File: config.mk
export PLATFORM = sky130hd
export DESIGN_NAME = ecc_inject_rdpath
export DESIGN_NICKNAME = d
export VERILOG_FILES = /design/src/rtl/ecc_diag_pkg.sv /design/src/rtl/secded_dec.sv /design/src/rtl/inj_ctrl.sv /design/src/rtl/port_path.sv /design/src/rtl/ecc_inject_rdpath.sv
export SDC_FILE = /design/constraint.sdc
export NUM_CORES = 1
export LEC_CHECK = 0
export ABC_CLOCK_PERIOD_IN_PS = 6900
export BUFFER_PORTS_ARGS = -buffer_cell sky130_fd_sc_hd__buf_2
export CELL_PAD_IN_SITES_DETAIL_PLACEMENT = 1
export CELL_PAD_IN_SITES_GLOBAL_PLACEMENT = 2
export CORE_MARGIN = 5
export CORE_UTILIZATION = 31
export DETAILED_ROUTE_END_ITERATION = 10
export GPL_TIMING_DRIVEN = 0
export PLACE_DENSITY = 0.84
export SETUP_SLACK_MARGIN = 0.05
export SLEW_MARGIN = 20
export SYNTH_ARGS = -nofsm -noshare
export SYNTH_HDL_FRONTEND = slang
export SYNTH_SLANG_ARGS = --single-unit
File: constraint.sdc
create_clock -name clk -period 6.9 [get_ports clk]
set_clock_uncertainty 0.15 [all_clocks]
set_input_delay 1.38 -clock clk [delete_from_list [all_inputs] [get_ports clk]]
set_output_delay 1.38 -clock clk [all_outputs]
set_load 0.03 [all_outputs]
File: src/rtl/ecc_diag_pkg.sv
package ecc_diag_pkg;

  typedef enum logic [1:0] {
    SEL_CTRL  = 2'd0,
    SEL_DMASK = 2'd1,
    SEL_EMASK = 2'd2,
    SEL_STS   = 2'd3
  } cfg_sel_e;

  localparam logic [3:0] DIAG_MODE_INJ = 4'd7;
  localparam logic [2:0] BSEL_PORT_A   = 3'd0;
  localparam logic [2:0] BSEL_PORT_B   = 3'd4;

  // Hamming check bits needed for dw data bits (without overall parity)
  function automatic int hbits(input int dw);
    int r;
    r = 1;
    while ((1 << r) < dw + r + 1) r++;
    return r;
  endfunction

  // Hamming position of data bit i: skip every power-of-two slot
  function automatic int hpos(input int i);
    int p;
    int k;
    p = i + 3;
    k = 4;
    while (k <= p) begin
      p++;
      k = k << 1;
    end
    return p;
  endfunction

endpackage

File: src/rtl/secded_dec.sv
module secded_dec
  import ecc_diag_pkg::*;
#(
  parameter int DATA_W = 64,
  parameter int CHK_W  = hbits(DATA_W) + 1
) (
  input  logic [DATA_W-1:0] data_i,
  input  logic [CHK_W-1:0]  chk_i,
  output logic [DATA_W-1:0] data_o,
  output logic              sec_o,
  output logic              ded_o
);
  localparam int HB = CHK_W - 1;

  logic [HB-1:0] syn;
  logic          ovr;
  logic          hit;
  int            p;

  always_comb begin
    syn = chk_i[HB-1:0];
    for (int i = 0; i < DATA_W; i++) begin
      p = hpos(i);
      for (int j = 0; j < HB; j++) begin
        if (p[j]) syn[j] = syn[j] ^ data_i[i];
      end
    end
    ovr    = ^{chk_i, data_i};
    data_o = data_i;
    hit    = 1'b0;
    sec_o  = 1'b0;
    ded_o  = 1'b0;
    if (ovr) begin
      for (int i = 0; i < DATA_W; i++) begin
        if (hpos(i) == int'(syn)) begin
          data_o[i] = ~data_i[i];
          hit       = 1'b1;
        end
      end
      if (hit || (syn == '0) || $onehot(syn)) sec_o = 1'b1;
      else                                     ded_o = 1'b1;
    end else if (syn != '0) begin
      ded_o = 1'b1;
    end
  end

endmodule

File: src/rtl/inj_ctrl.sv
module inj_ctrl
  import ecc_diag_pkg::*;
#(
  parameter int DATA_W = 64,
  parameter int CHK_W  = hbits(DATA_W) + 1
) (
  input  logic              clk,
  input  logic              rst_n,
  input  logic              cfg_we,
  input  logic [1:0]        cfg_sel,
  input  logic [DATA_W-1:0] cfg_wdata,
  input  logic [1:0]        req,
  output logic [1:0]        inject,
  output logic              armed,
  output logic              tgt_b,
  output logic              cfg_bad,
  output logic [DATA_W-1:0] dmask,
  output logic [CHK_W-1:0]  emask
);
  logic [DATA_W-1:0] dmask_n;
  logic [CHK_W-1:0]  emask_n;
  logic              armed_n, tgt_n;
  logic              ctrl_wr, trig, mode_ok, bsel_ok;
  logic [2:0]        bsel;

  assign ctrl_wr = cfg_we && (cfg_sel == SEL_CTRL);
  assign trig    = cfg_wdata[4];
  assign bsel    = cfg_wdata[10:8];
  assign mode_ok = (cfg_wdata[3:0] == DIAG_MODE_INJ);
  assign bsel_ok = (bsel == BSEL_PORT_A) || (bsel == BSEL_PORT_B);
  assign cfg_bad = ctrl_wr && trig && mode_ok && !bsel_ok;

  assign inject[0] = armed && !tgt_b && req[0];
  assign inject[1] = armed &&  tgt_b && req[1];

  always_comb begin
    dmask_n = dmask;
    emask_n = emask;
    armed_n = armed && !(|inject);
    tgt_n   = tgt_b;
    if (cfg_we && (cfg_sel == SEL_DMASK)) dmask_n = cfg_wdata;
    if (cfg_we && (cfg_sel == SEL_EMASK)) emask_n = cfg_wdata[CHK_W-1:0];
    if (ctrl_wr) begin
      armed_n = trig && mode_ok && bsel_ok;
      if (trig && bsel_ok) tgt_n = bsel[2];
    end
  end

  always_ff @(posedge clk or negedge rst_n) begin
    if (!rst_n) begin
      dmask <= '0;
      emask <= '0;
      armed <= 1'b0;
      tgt_b <= 1'b0;
    end else begin
      dmask <= dmask_n;
      emask <= emask_n;
      armed <= armed_n;
      tgt_b <= tgt_n;
    end
  end

endmodule

File: src/rtl/port_path.sv
module port_path
  import ecc_diag_pkg::*;
#(
  parameter int DATA_W = 64,
  parameter int CHK_W  = hbits(DATA_W) + 1
) (
  input  logic              clk,
  input  logic              rst_n,
  input  logic              req,
  input  logic              inject,
  input  logic [DATA_W-1:0] mem_data,
  input  logic [CHK_W-1:0]  mem_chk,
  input  logic [DATA_W-1:0] dmask,
  input  logic [CHK_W-1:0]  emask,
  output logic              rvalid,
  output logic [DATA_W-1:0] rdata,
  output logic              sec_c,
  output logic              ded_c
);
  logic [DATA_W-1:0] cw_data, dec_data;
  logic [CHK_W-1:0]  cw_chk;
  logic              dec_sec, dec_ded;

  assign cw_data = inject ? (mem_data ^ dmask) : mem_data;
  assign cw_chk  = inject ? (mem_chk ^ emask) : mem_chk;

  secded_dec #(.DATA_W(DATA_W), .CHK_W(CHK_W)) u_dec (
    .data_i (cw_data),
    .chk_i  (cw_chk),
    .data_o (dec_data),
    .sec_o  (dec_sec),
    .ded_o  (dec_ded)
  );

  assign sec_c = req && dec_sec;
  assign ded_c = req && dec_ded;

  always_ff @(posedge clk or negedge rst_n) begin
    if (!rst_n) begin
      rvalid <= 1'b0;
      rdata  <= '0;
    end else begin
      rvalid <= req;
      if (req) rdata <= dec_data;
    end
  end

endmodule

File: src/rtl/ecc_inject_rdpath.sv
module ecc_inject_rdpath
  import ecc_diag_pkg::*;
#(
  parameter int DATA_W = 64,
  parameter int ADDR_W = 16,
  parameter int CHK_W  = hbits(DATA_W) + 1
) (
  input  logic              clk,
  input  logic              rst_n,
  input  logic              cfg_we,
  input  logic [1:0]        cfg_sel,
  input  logic [DATA_W-1:0] cfg_wdata,
  input  logic              a_req,
  input  logic [ADDR_W-1:0] a_addr,
  input  logic [DATA_W-1:0] a_mem_data,
  input  logic [CHK_W-1:0]  a_mem_chk,
  output logic              a_rvalid,
  output logic [DATA_W-1:0] a_rdata,
  input  logic              b_req,
  input  logic [ADDR_W-1:0] b_addr,
  input  logic [DATA_W-1:0] b_mem_data,
  input  logic [CHK_W-1:0]  b_mem_chk,
  output logic              b_rvalid,
  output logic [DATA_W-1:0] b_rdata,
  output logic              diag_armed,
  output logic              sec_sts,
  output logic              ded_sts,
  output logic              cfg_err_sts,
  output logic              err_port,
  output logic [ADDR_W-1:0] err_addr,
  output logic              fiq_req
);
  localparam int NPORT = 2;

  logic [1:0]        rst_sync;
  logic              rst_sync_n;
  logic [NPORT-1:0]  req, inject, sec_c, ded_c, rvalid;
  logic [DATA_W-1:0] rdata [NPORT];
  logic [DATA_W-1:0] mem_data [NPORT];
  logic [CHK_W-1:0]  mem_chk [NPORT];
  logic [DATA_W-1:0] dmask;
  logic [CHK_W-1:0]  emask;
  logic              arm_tgt_b, cfg_bad;
  logic [3:0]        clr;
  logic              sec_n, ded_n, cfg_n, port_n, fiq_n;
  logic [ADDR_W-1:0] addr_n;

  // asynchronous assert, synchronous release
  always_ff @(posedge clk or negedge rst_n) begin
    if (!rst_n) rst_sync <= 2'b00;
    else        rst_sync <= {rst_sync[0], 1'b1};
  end
  assign rst_sync_n = rst_sync[1];

  assign req      = {b_req, a_req};
  assign mem_data[0] = a_mem_data;
  assign mem_data[1] = b_mem_data;
  assign mem_chk[0]  = a_mem_chk;
  assign mem_chk[1]  = b_mem_chk;

  inj_ctrl #(.DATA_W(DATA_W), .CHK_W(CHK_W)) u_ctrl (
    .clk       (clk),
    .rst_n     (rst_sync_n),
    .cfg_we    (cfg_we),
    .cfg_sel   (cfg_sel),
    .cfg_wdata (cfg_wdata),
    .req       (req),
    .inject    (inject),
    .armed     (diag_armed),
    .tgt_b     (arm_tgt_b),
    .cfg_bad   (cfg_bad),
    .dmask     (dmask),
    .emask     (emask)
  );

  for (genvar g = 0; g < NPORT; g++) begin : g_port
    port_path #(.DATA_W(DATA_W), .CHK_W(CHK_W)) u_path (
      .clk      (clk),
      .rst_n    (rst_sync_n),
      .req      (req[g]),
      .inject   (inject[g]),
      .mem_data (mem_data[g]),
      .mem_chk  (mem_chk[g]),
      .dmask    (dmask),
      .emask    (emask),
      .rvalid   (rvalid[g]),
      .rdata    (rdata[g]),
      .sec_c    (sec_c[g]),
      .ded_c    (ded_c[g])
    );
  end

  assign a_rvalid = rvalid[0];
  assign b_rvalid = rvalid[1];
  assign a_rdata  = rdata[0];
  assign b_rdata  = rdata[1];

  assign clr = (cfg_we && (cfg_sel == SEL_STS)) ? cfg_wdata[3:0] : 4'b0;

  always_comb begin
    sec_n  = (sec_sts     && !clr[0]) || (|sec_c);
    ded_n  = (ded_sts     && !clr[1]) || (|ded_c);
    cfg_n  = (cfg_err_sts && !clr[2]) || cfg_bad;
    fiq_n  = |ded_c;
    port_n = err_port;
    addr_n = err_addr;
    if (clr[3]) begin
      port_n = 1'b0;
      addr_n = '0;
    end
    if (sec_c[0] || ded_c[0]) begin
      port_n = 1'b0;
      addr_n = a_addr;
    end else if (sec_c[1] || ded_c[1]) begin
      port_n = 1'b1;
      addr_n = b_addr;
    end
  end

  always_ff @(posedge clk or negedge rst_sync_n) begin
    if (!rst_sync_n) begin
      sec_sts     <= 1'b0;
      ded_sts     <= 1'b0;
      cfg_err_sts <= 1'b0;
      err_port    <= 1'b0;
      err_addr    <= '0;
      fiq_req     <= 1'b0;
    end else begin
      sec_sts     <= sec_n;
      ded_sts     <= ded_n;
      cfg_err_sts <= cfg_n;
      err_port    <= port_n;
      err_addr    <= addr_n;
      fiq_req     <= fiq_n;
    end
  end

endmodule

==> impl_metrics.ini, run 1 <==
[run_status]
status = completed

[die]
dieWidth_microns = 245
num_rows = 86
die_h_microns = 245
start_util_pct = 31.1
die_area_sq_mm = 0.0599
ios = 399
coreArea_sq_mm = 0.0549

[pwr]
switchingPower_uw = 4810
intPower_uw = 5090
netSwitchingFraction_pct = 48.6
power_frac_clock_pct = 16.9
pwr-share-comb_pct = 64.3
p_per_area_mw_per_mm2 = 448
power_leakage_uw = 0.00908
p_seq_share_pct = 18.8
vdd_drop_max_uv = 330

[final_layout]
drive_above_1_share_pct = 40.0
syn_to_final_growth_pct = 29.5
final_nets = 2333
instances_no_fill = 2797
n_fill_cell = 6192

[critical_path]
worstPathRequired_ns = 7.20
critPathArrivalTime_ns = 7.16
crit_type = input pin to flop
cp-start-kind = input pin
critPathCaptureType = flop
worstPathMaxFanout = 10

[sta]
finalHoldViolations = 0
setup_viol = 0
worstMarginPinSlew_ns = 0.897
fmax_ghz = 0.146
fin_crit_sh_pct = 99.4
slew-limit-headroom_pct = 39.8
tns_ns = 0
final-max-slew-violation-count = 0
layout_min_cycle_time_ns = 6.86
grt_setup_unrepaired = yes

[yosys]
synthTopCellsByArea = dfrtp_1 33%, xnor2_1 16%, mux2_2 13%, xor2_1 8.8%, xnor3_1 7.4%
ys.flop_type = dfrtp_1
synth_top_area_share_pct = 33.3
yosysSeqAreaShare_pct = 33.3
netlist_top_cells_count = 320 x xnor2_1, 227 x dfrtp_1, 201 x mux2_2, 179 x nor2_1, 172 x xor2_1
synth_cell_types = 59
yosys.area.top_type = dfrtp_1
syn_inst = 1603
synthesis.area_sq_mm = 0.0171
yosysWarnings = 0
synthArstFlopShare_pct = 100
ys_seq_elements = 227
avgSynthCellArea_sq_um = 10.7
yosysMostFrequentCell = xnor2_1
syn-num-nets = 1866
synth_edf_count = 0

[routing]
drt-total-wl_microns = 79500
routedWlPerCell_microns = 28.4
drc = 0
num_vias = 14000
drtAntennaViolNets = 0
dr.pass1.iters = 4
first_iter_violations = 865
via_per_inst = 5.01

[global_routing]
grt_start_max_net_pins = 58
grt_usage_pct = 25.5
grt_pass1_wl_microns = 111000
grt_pass1_vias = 15300
antenna_found_initial = 2
grt_overflow_total = 0

[worst_hold_path]
hold_class = flop to asynchronous set/reset pin

[clock_network]
clock_path_buffers = 3
clock_latency_ns = 0.57
cts_tree = built
h-tree-depth = 1
cts_num_sinks = 227
cts-root-buf = clkbuf_16
clk_pin_slew_ns = 0.06
cts_buffers = 28

[placement]
portBuffers = 398
dp.cells = 2709
hpwl_microns = 66900
gp_congestion = 0.943

[run]
max-cap-violations = 0
-- routing by layer --
layer,track usage [%],vias up,part of all wire (%)
met5,0,-,0
met4,8.50,0,3.7
met3,3.79,108,5.2
met2,43.7,468,48
met1,33.3,7169,43
li1,-,6256,-
-- worst paths after layout --
| kind | start | endpoint | slack, ns | depth (start not counted) |
|---|---|---|---|---|
| setup / recovery | a_req | fiq_req | 0.04 | 22 |
| hold / removal | rst_sync[1] | g_port[1].u_path.rdata[6] | 0.18 | 0 |
| setup reg to reg | u_ctrl.tgt_b | fiq_req | 0.13 | 25 |
| hold reg to reg | rst_sync[1] | g_port[1].u_path.rdata[6] | 0.18 | 0 |
| max in group asynchronous | rst_sync[1] | g_port[0].u_path.rdata[19] | 5.46 | 2 |
| min in group clk | rst_sync[0] | rst_sync[1] | 0.21 | 0 |
-- stage by stage --
stage | utilization, % | hold slack (ns) | cell area (sq um) | power, uW | setup WS [ns]
after global placement | 36.4 | 0.189 | 20000 | 7620 | -1.62
after detailed placement | 36.6 | 0.196 | 20100 | 7750 | -1.62
after CTS | 39.7 | 0.206 | 21800 | 9700 | 0.0605
after global routing | 40.3 | 0.222 | 22100 | 10400 | -0.00227
after floorplan | - | 0.181 | 17100 | 5720 | 0.0946
final | 40.3 | 0.182 | 22100 | 9900 | 0.0383
-- worst max-delay path, stage by stage --
cell,delay (ns)
buf_4,0.16
buf_4,0.19
buf_4,0.20
nand4b_1,0.28
xor2_2,0.25
xnor2_1,0.17
xnor2_1,0.31
xnor2_1,0.14
xnor2_1,0.30
xnor2_1,0.18
xor2_1,0.29
inv_2,0.10
fa_1,0.51
fa_1,0.42
ha_1,0.32
inv_2,0.06
o21bai_1,0.09
fa_1,0.52
nor3_1,0.05
or3_1,0.33
or4_4,0.59
o211ai_1,0.31
-- area by class of cell --
cell class | count | area (sq um) | area share (%)
tap | 704 | 881 | 3.98
sequential | 227 | 5690 | 25.7
antenna | 2 | 5.00 | 0.0226
clock inverter | 15 | 264 | 1.19
multi-input combinational | 1275 | 11500 | 52.1
inverter | 18 | 67.6 | 0.306
timing repair buffer | 440 | 2380 | 10.8
buffer | 80 | 519 | 2.35
clock buffer | 36 | 782 | 3.54
-- what timing repair did --
item | in CTS | in global routing
hold endpoints to repair | 0 | 0
pin swaps | 33 | 34
buffers inserted | 20 | 19
hold buffers | 0 | 0
gates resized for setup | 90 | 33
endpoints found under the setup margin | 3 | 3
-- cells in the final DEF (no fill, tap or decap), drive strengths merged, types with 3 or more instances in the layout --
master / count
buf: 480
nor3b: 3
inv: 18
xor2: 179
nand2: 113
bufinv: 7
and2: 8
xnor2: 327
o211ai: 3
nand4: 48
nor3: 3
mux2: 201
clkinv: 4
dfrtp: 227
a21oi: 4
nand3: 8
xnor3: 56
fa: 6
nand3b: 19
clkinvlp: 4
o21ai: 8
ha: 10
clkbuf: 76
nor2: 181
nand4b: 46
a31oi: 17
-- state kept, by name, indices dropped and copies added, names as in the netlist --
name	flops
u_ctrl.dmask	64
cfg_err_sts	1
sec_sts	1
u_ctrl.tgt_b	1
err_port	1
ded_sts	1
g_port.u_path.rdata	128
err_addr	16
fiq_req	1
g_port.u_path.rvalid	2
u_ctrl.emask	8
u_ctrl.armed	1
rst_sync	2
-- power by group through the flow --
stage / combinational, uW / sequential [uW] / clock [uW]
after floorplan: 3560 / 2160 / 0
after global placement: 5730 / 1890 / 0
after detailed placement: 5860 / 1880 / 0
after CTS: 6120 / 1860 / 1710
after global routing: 6770 / 1890 / 1760
final: 6360 / 1860 / 1680
-- cells by family after synthesis --
logic type / synth area share (%)
XOR/XNOR: 34.1
AND/OR/NAND/NOR: 12.9
flip-flops: 33.3
multiplexers: 13.3
buffers and inverters: 3.09
AO/OA/AOI/OAI: 1.99
adder cells (fa/ha/maj): 1.44
other: 0.0220
Note: power is estimated with default switching activity, not from simulation.
==> inputs of run 2 (changes only) <==
--- a/config.mk
+++ b/config.mk
@@ -11,3 +11,2 @@
 export CELL_PAD_IN_SITES_GLOBAL_PLACEMENT = 2
-export CORE_MARGIN = 5
 export CORE_UTILIZATION = 31
==> constraint.sdc (replaced) <==
create_clock -name clk -period 6.9 [get_ports clk]
set_clock_uncertainty 0.15 [all_clocks]
set_input_delay 1.725 -clock clk [delete_from_list [all_inputs] [get_ports clk]]
set_output_delay 1.725 -clock clk [all_outputs]
set_load 0.03 [all_outputs]
==> run 2 against run 1 <==
The flow now finishes with violations (setup timing). Combinational power rose by 8.8%. Non-clock buffer count increased by 51. Setup slack got worse by 0.043 ns. Critical endpoint unchanged. Largest cell class unchanged.
==> impl_metrics.ini, run 2 (synthesis gave the netlist of run 1 again) <==
[placement]
dp.cells = 2701
hpwl_microns = 65200
portBuffers = 398
gp_congestion = 0.952

[final_layout]
final_nets = 2383
layout_common_cells = 410 x buf_2, 277 x xnor2_1, 226 x dfrtp_1
instances_no_fill = 2838
drive_above_1_share_pct = 43.8
largest_reg_flops = 128
reg.largest.list = g_port.u_path.rdata: 128 flops, u_ctrl.dmask: 64 flops, err_addr: 16 flops
syn_to_final_growth_pct = 34.8
regMostFlops = g_port.u_path.rdata
final_common_cell = buf_2

[die]
dieWidth_microns = 237
ios = 399
die_h_microns = 237
die_area_sq_mm = 0.0560
num_rows = 85
start_util_pct = 31.5
coreArea_sq_mm = 0.0541

[global_routing]
grt_pass1_vias = 15500
antenna_found_initial = 9
grt_start_max_net_pins = 59
grt_pass1_wl_microns = 112000
grt_overflow_total = 0
grt_usage_pct = 27.9

[sta]
finalHoldViolations = 0
worstMarginPinSlew_ns = 1.11
setup_viol = 1
tns_ns = -0.00437
fin_crit_sh_pct = 100
fmax_ghz = 0.145
layout_min_cycle_time_ns = 6.90
final-max-slew-violation-count = 0
grt_setup_unrepaired = yes
slew-limit-headroom_pct = 26.0
finalWorstSetupSlack_ns = -0.00437

[routing]
via_per_inst = 5.20
num_vias = 14800
drtAntennaViolNets = 0
dr.pass1.iters = 5
first_iter_violations = 1097
drt-total-wl_microns = 79700
routedWlPerCell_microns = 28.1
drc = 0

[critical_path]
critPathCaptureType = flop
reg2reg_from = u_ctrl.armed
crit_type = input pin to flop
worstPathMaxFanout = 8
worstPathRequired_ns = 7.20
critPathArrivalTime_ns = 7.20
cp-start-kind = input pin
critPathLaunch = b_req

[clock_network]
cts_num_sinks = 227
clock_latency_ns = 0.57
cts_tree = built
cts_buffers = 27
h-tree-depth = 1
clk_pin_slew_ns = 0.07
cts-root-buf = clkbuf_16
clock_path_buffers = 3

[pwr]
p_per_area_mw_per_mm2 = 450
vdd_drop_max_uv = 574
power_leakage_uw = 0.00956

[run_status]
violations = setup timing
status = finished, violations left

[worst_hold_path]
hold_class = flop to asynchronous set/reset pin

[run]
max-cap-violations = 0
[run 2: final cells by class]
cell class                 count  area (sq um)
antenna                        5          12.5
buffer                        82           602
clock buffer                  33           748
clock inverter                13           198
fill                        5966         31100
inverter                      18          70.1
multi-input combinational   1275         12000
sequential                   227          5680
tap                          696           871
timing repair buffer         489          2810
[run 2: worst max-delay path, cell delays in order]
cell	delay, ns
buf_8	0.08
buf_8	0.12
buf_12	0.12
nand4_1	0.19
xor2_2	0.38
xnor3_1	0.57
xnor3_1	0.41
xor2_2	0.18
xnor3_2	0.50
inv_1	0.13
fa_1	0.42
fa_1	0.49
ha_1	0.31
inv_2	0.08
o21bai_4	0.06
fa_1	0.56
o32ai_4	0.12
or4b_4	0.54
o211ai_1	0.19
[run 2: report_power, final]
group,total (uW),internal (uW),switching (uW)
clock,1560,948,613
combinational,6920,2840,4080
sequential,1870,1600,274
[run 2: timing repair]
| item | CTS | global route |
|---|---|---|
| endpoints found under the setup margin | 3 | 3 |
| resized for setup | 114 | 67 |
| hold endpoints to repair | 0 | 0 |
| setup buffers | 44 | 41 |
| gates cloned | 1 | 2 |
| pin swaps | 61 | 69 |
| hold buffers | 0 | 0 |
[run 2: path summary, 6_finish.rpt]
| kind | slack [ns] | to | cells past startpoint |
|---|---|---|---|
| hold / removal | 0.10 | u_ctrl.dmask[7] | 0 |
| setup / recovery | -0.004 | fiq_req | 19 |
| min in group clk | 0.20 | rst_sync[1] | 0 |
| setup reg to reg | 0.10 | fiq_req | 23 |
| hold reg to reg | 0.10 | u_ctrl.dmask[7] | 0 |
| max in group asynchronous | 5.57 | g_port[1].u_path.rvalid | 2 |
[run 2: metrics by stage]
stage | area, sq um | utilization [%] | total power (uW) | hold slack [ns] | setup WS (ns)
final | 23000 | 42.5 | 10400 | 0.102 | -0.00437
after global routing | 23000 | 42.5 | 10900 | 0.129 | -0.0919
after CTS | 22300 | 41.1 | 9800 | 0.112 | 0.0117
after detailed placement | 20200 | 37.4 | 7640 | 0.114 | -1.69
after global placement | 20100 | 37.2 | 7590 | 0.188 | -1.73
after floorplan | 17300 | - | 5740 | 0.181 | 0.0594
[run 2: metal layers]
| metal | track usage [%] | up-vias | routed length [microns] |
|---|---|---|---|
| met5 | 0 | - | 41 |
| met4 | 8.95 | 6 | 2850 |
| met3 | 4.45 | 128 | 5840 |
| met2 | 45.8 | 634 | 37600 |
| met1 | 37.3 | 7645 | 33400 |
| li1 | - | 6348 | - |
